**src/rtl/pit_pkg.sv**
```systemverilog
package pit_pkg;
    localparam int CTL_W    = 8;
    localparam int EN_BIT   = 0;
    localparam int RLD_BIT  = 1;
    localparam int SRC_LSB  = 2;
    localparam int PSC_LSB  = 4;
    localparam int MODE_BIT = 7;

    localparam logic [CTL_W-1:0] CTL_TRIG_MASK = 8'h03;

    localparam logic [7:0] OFS_IEN = 8'h00;
    localparam logic [7:0] OFS_STS = 8'h04;
    localparam logic [3:0] SUB_CTL = 4'h0;
    localparam logic [3:0] SUB_IVL = 4'h4;
    localparam logic [3:0] SUB_CNT = 4'h8;

    typedef enum logic {
        CH_IDLE,
        CH_RUN
    } ch_state_e;
endpackage

```
**src/rtl/pit_divider.sv**
```systemverilog
module pit_divider #(
    parameter  int SRC_N = 4,
    parameter  int PSC_W = 3,
    localparam int SEL_W = $clog2(SRC_N),
    localparam int DIV_W = (1 << PSC_W) - 1
) (
    input  logic             clk,
    input  logic             rst_n,
    input  logic [SRC_N-1:0] src_tick,
    input  logic [SEL_W-1:0] src_sel,
    input  logic [PSC_W-1:0] psc,
    input  logic             restart,
    output logic             tick
);
    logic [DIV_W-1:0] div_q;
    logic [DIV_W-1:0] lim;
    logic             pulse;

    always_comb begin
        pulse = src_tick[src_sel];
        lim   = DIV_W'({DIV_W{1'b1}} >> (DIV_W - int'(psc)));
        tick  = pulse && (div_q == lim);
    end

    always_ff @(posedge clk or negedge rst_n) begin
        if (!rst_n) begin
            div_q <= '0;
        end else if (restart) begin
            div_q <= '0;
        end else if (pulse) begin
            div_q <= tick ? '0 : div_q + DIV_W'(1);
        end
    end
endmodule

```
**src/rtl/pit_channel.sv**
```systemverilog
module pit_channel
    import pit_pkg::*;
#(
    parameter  int               DATA_W  = 32,
    parameter  int               SRC_N   = 4,
    parameter  int               PSC_W   = 3,
    parameter  logic [CTL_W-1:0] CTL_RST = 8'h04,
    localparam int               SEL_W   = $clog2(SRC_N)
) (
    input  logic              clk,
    input  logic              rst_n,
    input  logic [SRC_N-1:0]  src_tick,
    input  logic              ctl_we,
    input  logic              ivl_we,
    input  logic [DATA_W-1:0] wdata,
    output logic [CTL_W-1:0]  ctl_rd,
    output logic [DATA_W-1:0] ivl_q,
    output logic [DATA_W-1:0] cnt_q,
    output logic              running,
    output logic              oneshot,
    output logic              expire
);
    ch_state_e        state_q, state_d;
    logic [CTL_W-1:0] ctl_q;
    logic             tick, at_one, at_zero;

    pit_divider #(.SRC_N(SRC_N), .PSC_W(PSC_W)) u_div (
        .clk      (clk),
        .rst_n    (rst_n),
        .src_tick (src_tick),
        .src_sel  (ctl_q[SRC_LSB +: SEL_W]),
        .psc      (ctl_q[PSC_LSB +: PSC_W]),
        .restart  (ctl_we),
        .tick     (tick)
    );

    assign oneshot = ctl_q[MODE_BIT];
    assign running = (state_q == CH_RUN);
    assign at_one  = (cnt_q == DATA_W'(1));
    assign at_zero = (cnt_q == '0);
    assign expire  = running && !ctl_we && tick && (at_one || (at_zero && oneshot));
    assign ctl_rd  = ctl_q | CTL_W'(running);

    // state register
    always_ff @(posedge clk or negedge rst_n) begin
        if (!rst_n) state_q <= CH_IDLE;
        else        state_q <= state_d;
    end

    // transitions: START, STOP, FINISH, RESTART
    always_comb begin
        state_d = state_q;
        unique case (state_q)
            CH_IDLE: if (ctl_we && wdata[EN_BIT]) state_d = CH_RUN;
            CH_RUN: begin
                if (ctl_we)                state_d = wdata[EN_BIT] ? CH_RUN : CH_IDLE;
                else if (expire && oneshot) state_d = CH_IDLE;
            end
            default: state_d = CH_IDLE;
        endcase
    end

    // datapath outputs: control, interval, count
    always_ff @(posedge clk or negedge rst_n) begin
        if (!rst_n) begin
            ctl_q <= CTL_RST;
            ivl_q <= '0;
            cnt_q <= '0;
        end else if (ctl_we) begin
            ctl_q <= wdata[CTL_W-1:0] & ~CTL_TRIG_MASK;
            if (wdata[RLD_BIT]) cnt_q <= ivl_q;
        end else begin
            if (ivl_we) ivl_q <= wdata;
            if (running && tick) begin
                if (!at_one && !at_zero) cnt_q <= cnt_q - DATA_W'(1);
                else if (at_one)         cnt_q <= '0;
                else if (!oneshot)       cnt_q <= ivl_q;
            end
        end
    end
endmodule

```
**src/rtl/pit_timer_bank.sv**
```systemverilog
module pit_timer_bank
    import pit_pkg::*;
#(
    parameter  int               NCH     = 6,
    parameter  int               DATA_W  = 32,
    parameter  int               ADDR_W  = 8,
    parameter  int               SRC_N   = 4,
    parameter  int               PSC_W   = 3,
    parameter  logic [CTL_W-1:0] CTL_RST = 8'h04,
    localparam int               PAGE_W  = ADDR_W - 4
) (
    input  logic              clk,
    input  logic              rst_n,
    input  logic [ADDR_W-1:0] addr,
    input  logic              wr_en,
    input  logic [DATA_W-1:0] wdata,
    input  logic [SRC_N-1:0]  src_tick,
    output logic [DATA_W-1:0] rdata,
    output logic [NCH-1:0]    irq
);
    logic [NCH-1:0]    ien_q, sts_q, expire_v, running_v, oneshot_v, ctl_we_v, ivl_we_v;
    logic [CTL_W-1:0]  ctl_rd_a [NCH];
    logic [DATA_W-1:0] ivl_a    [NCH];
    logic [DATA_W-1:0] cnt_a    [NCH];
    logic [PAGE_W-1:0] page;
    logic [3:0]        sub;
    logic              ien_we, sts_we;

    assign page   = addr[ADDR_W-1:4];
    assign sub    = addr[3:0];
    assign ien_we = wr_en && (addr == ADDR_W'(OFS_IEN));
    assign sts_we = wr_en && (addr == ADDR_W'(OFS_STS));

    generate
        for (genvar g = 0; g < NCH; g++) begin : g_ch
            logic sel;
            assign sel         = (page == PAGE_W'(g + 1));
            assign ctl_we_v[g] = wr_en && sel && (sub == SUB_CTL);
            assign ivl_we_v[g] = wr_en && sel && (sub == SUB_IVL);

            pit_channel #(
                .DATA_W  (DATA_W),
                .SRC_N   (SRC_N),
                .PSC_W   (PSC_W),
                .CTL_RST (CTL_RST)
            ) u_ch (
                .clk      (clk),
                .rst_n    (rst_n),
                .src_tick (src_tick),
                .ctl_we   (ctl_we_v[g]),
                .ivl_we   (ivl_we_v[g]),
                .wdata    (wdata),
                .ctl_rd   (ctl_rd_a[g]),
                .ivl_q    (ivl_a[g]),
                .cnt_q    (cnt_a[g]),
                .running  (running_v[g]),
                .oneshot  (oneshot_v[g]),
                .expire   (expire_v[g])
            );
        end
    endgenerate

    always_ff @(posedge clk or negedge rst_n) begin
        if (!rst_n) begin
            ien_q <= '0;
            sts_q <= '0;
        end else begin
            if (ien_we) ien_q <= wdata[NCH-1:0];
            sts_q <= (sts_we ? (sts_q & ~wdata[NCH-1:0]) : sts_q) | expire_v;
        end
    end

    assign irq = sts_q & ien_q;

    always_comb begin
        rdata = '0;
        if (addr == ADDR_W'(OFS_IEN))      rdata = DATA_W'(ien_q);
        else if (addr == ADDR_W'(OFS_STS)) rdata = DATA_W'(sts_q);
        for (int c = 0; c < NCH; c++) begin
            if (page == PAGE_W'(c + 1)) begin
                case (sub)
                    SUB_CTL: rdata = DATA_W'(ctl_rd_a[c]);
                    SUB_IVL: rdata = ivl_a[c];
                    SUB_CNT: rdata = cnt_a[c];
                    default: rdata = '0;
                endcase
            end
        end
    end
endmodule

```
**config.mk**
```make
export PLATFORM = sky130hd
export DESIGN_NAME = pit_timer_bank
export DESIGN_NICKNAME = d
export VERILOG_FILES = /design/src/rtl/pit_pkg.sv /design/src/rtl/pit_divider.sv /design/src/rtl/pit_channel.sv /design/src/rtl/pit_timer_bank.sv
export SDC_FILE = /design/constraint.sdc
export NUM_CORES = 1
export LEC_CHECK = 0
export BUFFER_PORTS_ARGS = -buffer_cell sky130_fd_sc_hd__clkbuf_2
export CORE_UTILIZATION = 45
export CTS_CLUSTER_SIZE = 12
export DETAILED_ROUTE_END_ITERATION = 10
export HOLD_SLACK_MARGIN = 0.06
export SETUP_SLACK_MARGIN = 0.15
export SLEW_MARGIN = 20
export SYNTH_ARGS = -nofsm -noshare
export SYNTH_HDL_FRONTEND = slang
export SYNTH_HIERARCHICAL = 1
export SYNTH_SLANG_ARGS = --single-unit
```
**constraint.sdc**
```tcl
create_clock -name clk -period 3.8 [get_ports clk]
set_input_delay 0.38 -clock clk [delete_from_list [all_inputs] [get_ports clk]]
set_output_delay 0.38 -clock clk [all_outputs]
set_load 0.01 [all_outputs]
```
## After elaboration in Yosys (flattened, before gate mapping)

Cells that the tools add are included.

- $add $sub $neg: 18
- Magnitude comparators: 6
- Equal/unequal tests: 33
- Shifts and indexed selects: 6
- Muxes and demuxes: 106
- Bitwise operators: 22
- Reductions and logical operators: 130

Operator list:

| kind | number |
|---|---|
| 32-bit two-way mux | 42 |
| 32-bit one-hot mux with 3 select lines | 6 |
| 32-bit by 1-bit equality test with 1-bit output (second input constant) | 6 |
| 32-bit logical NOT | 6 |
| 7-bit by 32-bit >> shifter with 7-bit output (first input constant) | 6 |
| 32-bit by 1-bit subtractor with 32-bit output (second input constant) | 6 |
| 7-bit two-way mux | 18 |
| 1-bit logical AND | 74 |
| 8-bit by 1-bit bitwise OR with 8-bit output | 6 |
| 7-bit by 1-bit adder with 7-bit output (second input constant) | 6 |
| 7-bit equality test | 6 |
| 1-bit two-way mux | 25 |
| 4-bit by 3-bit != test with 1-bit output (second input constant) | 6 |
| 2-bit nonzero test | 12 |
| 3-bit by 3-bit subtractor with 4-bit output (first input constant) | 6 |
| 1-bit logical NOT | 18 |
| 2-bit by 3-bit less-than comparator with 1-bit output (second input constant) | 6 |
| 6-bit two-way mux | 3 |
| 3-bit AND reduction | 6 |
| 4-bit by 3-bit equality test with 1-bit output (second input constant) | 4 |
| 6-bit bitwise AND | 2 |
| 1-bit binary-select mux with 2-bit select | 6 |
| 2-bit != test (second input constant) | 6 |
| 1-bit NOT | 12 |
| 11 further kinds | 27 |

- Register bits after elaboration: 480
- Output and inout bits: 38
- Logic and storage cells: 353

## Depth between registers and ports, before layout

- Word-level depth: 11
- Mapped depth: 13
- Depth with buffers taken out: 10

## By module

The synthesis kept the hierarchy.

By module, submodules not included:

| module | instances | cells an instance | area an instance (um2) | seq. area each (um2) |
|---|---|---|---|---|
| pit_channel (g_ch[1].u_ch ...) | 3 | 378 | 3930.0 | 1778.0 |
| pit_channel (g_ch[0].u_ch ...) | 3 | 368 | 3858.7 | 1778.0 |
| pit_timer_bank | 1 | 680 | 4580.6 | 300.3 |
| pit_divider | 6 | 65 | 619.3 | 175.2 |

## Least setup slack after synthesis

Ideal clock, no wire load.

- Path kind: input to register
- Start: input port addr[5]
- End: register g_ch[3].u_ch.cnt_q[18]
- Data arrival time: 2.915 ns
- Data required time: 3.655 ns
- Path slack: 0.740 ns
- Cell stages on the path: 13
- Buffers on the path: 6
- Cell sequence: buf_6 > or4b_1 > buf_2 > buf_6 > nor2_1 > clkbuf_1 > inv_1 > nand3_1 > a21boi_1 > or2_0 > buf_2 > buf_2 > o211ai_1

- Longest elaborated chain between the ends: 5
- Elaborated cells between the ends (all ways): 8
- Classes of those cells: eq/ne: 3; mux: 1; reduce/logical: 4

Ends and longest elaborated chain:

| element | line | RTL |
|---|---|---|
| start: declaration | pit_timer_bank.sv:14 | `input logic [ADDR_W-1:0] addr,` |
| 4-bit by 3-bit equality test with 1-bit output * | pit_timer_bank.sv:37 | `assign sel = (page == PAGE_W'(g + 1));` |
| 1-bit logical AND * (2 in series) | pit_timer_bank.sv:38 | `assign ctl_we_v[g] = wr_en && sel && (sub == SUB_CTL);` |
| net ctl_we_v[3] | pit_timer_bank.sv:21 | `logic [NCH-1:0] ien_q, sts_q, expire_v, running_v, oneshot_v, ctl_we_v, ivl_we_v;` |
| 4-bit by 3-bit != test with 1-bit output (no line) (tied with other cells) | n/a |  |
| 3-bit AND reduction (no line) | n/a |  |
| end signal: assignment | pit_channel.sv:71 | `if (wdata[RLD_BIT]) cnt_q <= ivl_q;` |
| end signal: assignment | pit_channel.sv:75 | `if (!at_one && !at_zero) cnt_q <= cnt_q - DATA_W'(1);` |
| end signal: assignment | pit_channel.sv:77 | `else if (!oneshot) cnt_q <= ivl_q;` |
| end: declaration | pit_channel.sv:18 | `output logic [DATA_W-1:0] cnt_q,` |

Mark *: on every way through the listed nets, which the timed path passes. The rest lies on a longest branch.
A chain may end at the register's enable or synchronous reset.

## Worst setup path in the final report

- Start: register g_ch[0].u_ch.ctl_q[5]
- End: register g_ch[0].u_ch.cnt_q[13]

- Longest elaborated chain between the ends: 7

Ends and longest elaborated chain:

| element | line | RTL |
|---|---|---|
| start: declaration | pit_channel.sv:24 | `logic [CTL_W-1:0] ctl_q;` |
| start signal: assignment | pit_channel.sv:70 | `ctl_q <= wdata[CTL_W-1:0] & ~CTL_TRIG_MASK;` |
| 3-bit by 3-bit subtractor with 4-bit output | pit_divider.sv:21 | `lim = DIV_W'({DIV_W{1'b1}} >> (DIV_W - int'(psc)));` |
| 7-bit by 32-bit >> shifter with 7-bit output | pit_divider.sv:21 |  |
| 7-bit equality test | pit_divider.sv:22 | `tick = pulse && (div_q == lim);` |
| 1-bit logical AND | pit_divider.sv:22 |  |
| net g_ch[0].u_ch.tick | pit_channel.sv:25 | `logic tick, at_one, at_zero;` |
| 1-bit logical AND | pit_channel.sv:74 | `if (running && tick) begin` |
| 2-bit nonzero test (no line) | n/a |  |
| 3-bit AND reduction (no line) | n/a |  |
| end signal: assignment | pit_channel.sv:71 |  |
| end signal: assignment | pit_channel.sv:75 |  |
| end signal: assignment | pit_channel.sv:77 |  |
| end: declaration | pit_channel.sv:18 |  |

The timed path passes the listed nets, and every way through them passes these cells.

==> impl_metrics.ini <==
[clock_network]
cts.repair_timing.setup_buffer_count = 0
max-clock-path-buffers = 3
htree_levels = 2
worst_setup_hold_path_clk_slew_ns = 0.06
clkSinkCount = 480
root_buffer_master = sky130_fd_sc_hd__clkbuf_16
insertion_delay_ns = 0.64
number_of_cts_inserted_buffers = 57
cts_tree = built

[final_layout]
utilization = 0.5045
drive_above_1_share = 0.2177
nFillCells = 6357
final_net_count = 3327
syn2layout_area_growth_pct = 10.04
post_layout_nonfiller_instances = 4240

[timing]
timing.final.setup_violations = 0
fin_skew_ns = 0.01988
hold_viol = 0
period_needed_ns = 3.370
timing.max_slew.rel_slack = 0.1828
layout_setup_ws_ns = 0.4299
max_slew.worst_pin.slew_ns = 1.223
final-max-slew-violation-count = 0
highest_clock_frequency_the_design_can_meet_mhz = 296.7
finalSetupTns_ns = 0
finalCritPeriodShare = 0.8869
grt_setup_unrepaired = no

[worst_setup_path]
critical_path_peak_fanout = 10
r2r_slack_ns = 0.43
worst-endpoint-required_ns = 4.35
cp_cell_sequence = nor4_1, a41oi_2, o22ai_1, and3_1, and2_2, nand3b_1, nor2_1, nor4b_1, o21ai_0, o211ai_1
timing_worst_setup_path_type = reg -> reg
critical_path.n_buffers_inverters = 0
timing.critical_path.arrival_ns = 3.92
cp_slowest_stage_delay_ns = 0.81
start_kind = flop
setup.worst_path.end_class = flop
crit_family = simple AND/OR/NAND/NOR gates
timing.critical_path.slowest_stage_cell = sky130_fd_sc_hd__nor4b_1

[global_route]
number_of_global_route_vias_before_repair = 28090
grt.overflow.total = 0
antenna_violations_before_repair = 9
grt_max_degree = 86
grt_first_pass_wirelength_um = 192100
groute.usage.overall = 0.3597

[logic_synthesis]
synth_commonest_cells = sky130_fd_sc_hd__dfrtp_1, sky130_fd_sc_hd__mux2_2, sky130_fd_sc_hd__o21ai_0
synth_top_area_cell = sky130_fd_sc_hd__dfrtp_1
postSynth.asyncResetShare = 1.000
synth.yosys.seq_area_share = 0.3796
avgSynthCellArea_um2 = 9.572
synth_seq_cells = 480
synth_edf_count = 0
post-synth-top-count-cell = sky130_fd_sc_hd__dfrtp_1
yosysWarningCount = 6
synth_cells = 3308
yosysUniqueCellTypes = 102
syn_std_cell_area_um2 = 31660
synth_top_area_frac = 0.3746
ys.flop_type = sky130_fd_sc_hd__dfrtp_1
synthTopCellsByArea = sky130_fd_sc_hd__dfrtp_1, sky130_fd_sc_hd__mux2_2, sky130_fd_sc_hd__a22oi_1, sky130_fd_sc_hd__o21ai_0, sky130_fd_sc_hd__o22ai_1
postSynthNetCount = 3373

[die]
initial_util = 0.4584
rows = 96
num_io_pins = 85
die_area_um2 = 71430
core-area_um2 = 69070
die_w_um = 267.3
die_h_um = 267.3

[detailed_routing]
antenna_left = 0
routed_wire_length_per_instance_um = 30.59
drt_first_iter_violations = 4142
vias_per_cell = 7.150
remaining_drc_errors = 0
via_count = 30320
drt_first_pass_iters = 6
drt_wl_total_um = 129700

[power_and_ir_drop]
max-vdd-ir-drop_uv = 325.7
power.leakage_nw = 13.41
cellPowerDensity_nw_per_um2 = 415.6

[worst_hold_path]
hp-class = in -> reg

[flow_run]
maxCapViolations = 0

[place]
port_buffers = 84
cells_after_dpl = 4131
preCtsSetupSlack_ns = 0.1188
gp_congestion = 0.9502
dpl.hpwl_um = 89900

[status]
outcome = complete, no violations
[final timing paths]
kind	from	end	cells after the start
setup / recovery	g_ch[0].u_ch/ctl_q[5]	g_ch[0].u_ch/cnt_q[13]	10
hold / removal	wdata[29]	g_ch[5].u_ch/ivl_q[29]	2
setup reg to reg	g_ch[0].u_ch/ctl_q[5]	g_ch[0].u_ch/cnt_q[13]	10
hold reg to reg	sts_q[4]	sts_q[4]	1
max in group asynchronous	rst_n	g_ch[1].u_ch/ivl_q[22]	3
min in group asynchronous	rst_n	g_ch[1].u_ch/u_div/div_q[5]	2
[logic make-up after synthesis]
| logic type | Yosys count | share of synthesized area |
|---|---|---|
| other | 6 | 0.0007112 |
| XOR/XNOR | 7 | 0.001936 |
| multiplexers | 269 | 0.09693 |
| buffers and inverters | 409 | 0.06398 |
| flip-flops | 480 | 0.3796 |
| AO/OA/AOI/OAI | 1147 | 0.2733 |
| AND/OR/NAND/NOR | 972 | 0.1765 |
| adder cells (fa/ha/maj) | 18 | 0.007113 |
[placed cells by master, fill, tap and decap left out, types with 13 or more instances in the layout]
master                        n
sky130_fd_sc_hd__dfrtp_1    474
sky130_fd_sc_hd__mux2_2     241
sky130_fd_sc_hd__o21ai_0    205
sky130_fd_sc_hd__nor2_1     182
sky130_fd_sc_hd__a22oi_1    175
sky130_fd_sc_hd__nor3_1     151
sky130_fd_sc_hd__o22ai_1    131
sky130_fd_sc_hd__nand2_1    125
sky130_fd_sc_hd__inv_1      109
sky130_fd_sc_hd__o211ai_1   106
sky130_fd_sc_hd__nand3_1    104
sky130_fd_sc_hd__buf_4       95
sky130_fd_sc_hd__a32oi_1     91
sky130_fd_sc_hd__clkbuf_2    82
sky130_fd_sc_hd__a21oi_1     79
sky130_fd_sc_hd__a211oi_1    59
sky130_fd_sc_hd__clkbuf_16   59
sky130_fd_sc_hd__nor4_1      39
sky130_fd_sc_hd__nand4_1     39
sky130_fd_sc_hd__nand3b_1    33
sky130_fd_sc_hd__or3_1       33
sky130_fd_sc_hd__a221oi_1    30
sky130_fd_sc_hd__o311ai_0    30
sky130_fd_sc_hd__nand2b_1    28
sky130_fd_sc_hd__o2bb2ai_1   27
sky130_fd_sc_hd__or4_1       25
sky130_fd_sc_hd__and3_1      25
sky130_fd_sc_hd__a221oi_2    22
sky130_fd_sc_hd__mux2i_1     22
sky130_fd_sc_hd__o221ai_1    18
sky130_fd_sc_hd__ha_1        18
sky130_fd_sc_hd__or2_2       16
sky130_fd_sc_hd__a31oi_1     15
sky130_fd_sc_hd__and2_1      15
sky130_fd_sc_hd__nor2b_1     14
sky130_fd_sc_hd__o32ai_1     14
sky130_fd_sc_hd__clkbuf_1    14
sky130_fd_sc_hd__nor4_2      14
sky130_fd_sc_hd__buf_12      14
sky130_fd_sc_hd__clkinv_2    13
[flip-flops by register name (all words and copies together) (netlist names)]
register and count:
g_ch.u_ch/running 6, g_ch.u_ch/u_div/div_q 42, sts_q 6, g_ch.u_ch/ctl_q 36, g_ch.u_ch/cnt_q 192, ien_q 6, g_ch.u_ch/ivl_q 192
[metrics by stage]
step	power, W	cell area [µm²]	hold WS [ns]
final	0.01448	34840	0.2883
after global routing	0.01503	34840	0.2759
after CTS	0.01451	34780	0.2743
after detailed placement	0.008489	32780	0.4185
after global placement	0.008402	32780	0.4469
after floorplan	0.007539	31660	0.08441
[repair_timing]
item                                   4_1_cts  5_1_grt
hold buffers                                 1        0
gates resized for setup                      0        0
endpoints found under the hold margin       65        0
[layer usage]
metal / wire, µm / vias to the layer above / track usage
met5: 56 / - / 0
met4: 6460 / 8 / 0.1598
met3: 13270 / 283 / 0.06629
met2: 53680 / 1755 / 0.5045
met1: 56240 / 15340 / 0.5327
li1: - / 12940 / -
[final cells by class]
cell class                 count  area (µm²)  share of cell area
clock buffer                  76        1570             0.04507
inverter                     109       409.1             0.01174
tap                          931        1165             0.03343
multi-input combinational   2419       17760              0.5098
sequential                   480       12020              0.3450
timing repair buffer         195        1484             0.04259
clock inverter                28       426.7             0.01225
antenna                        2       5.005           0.0001436
[power by group]
| group | total [W] | switching [W] | internal (W) |
|---|---|---|---|
| combinational | 0.00245 | 0.00149 | 0.000953 |
| clock | 0.00600 | 0.00237 | 0.00363 |
| sequential | 0.00603 | 0.000570 | 0.00546 |
| total | 0.0145 | 0.00443 | 0.0100 |
Note: power is estimated with default switching activity, not from simulation.
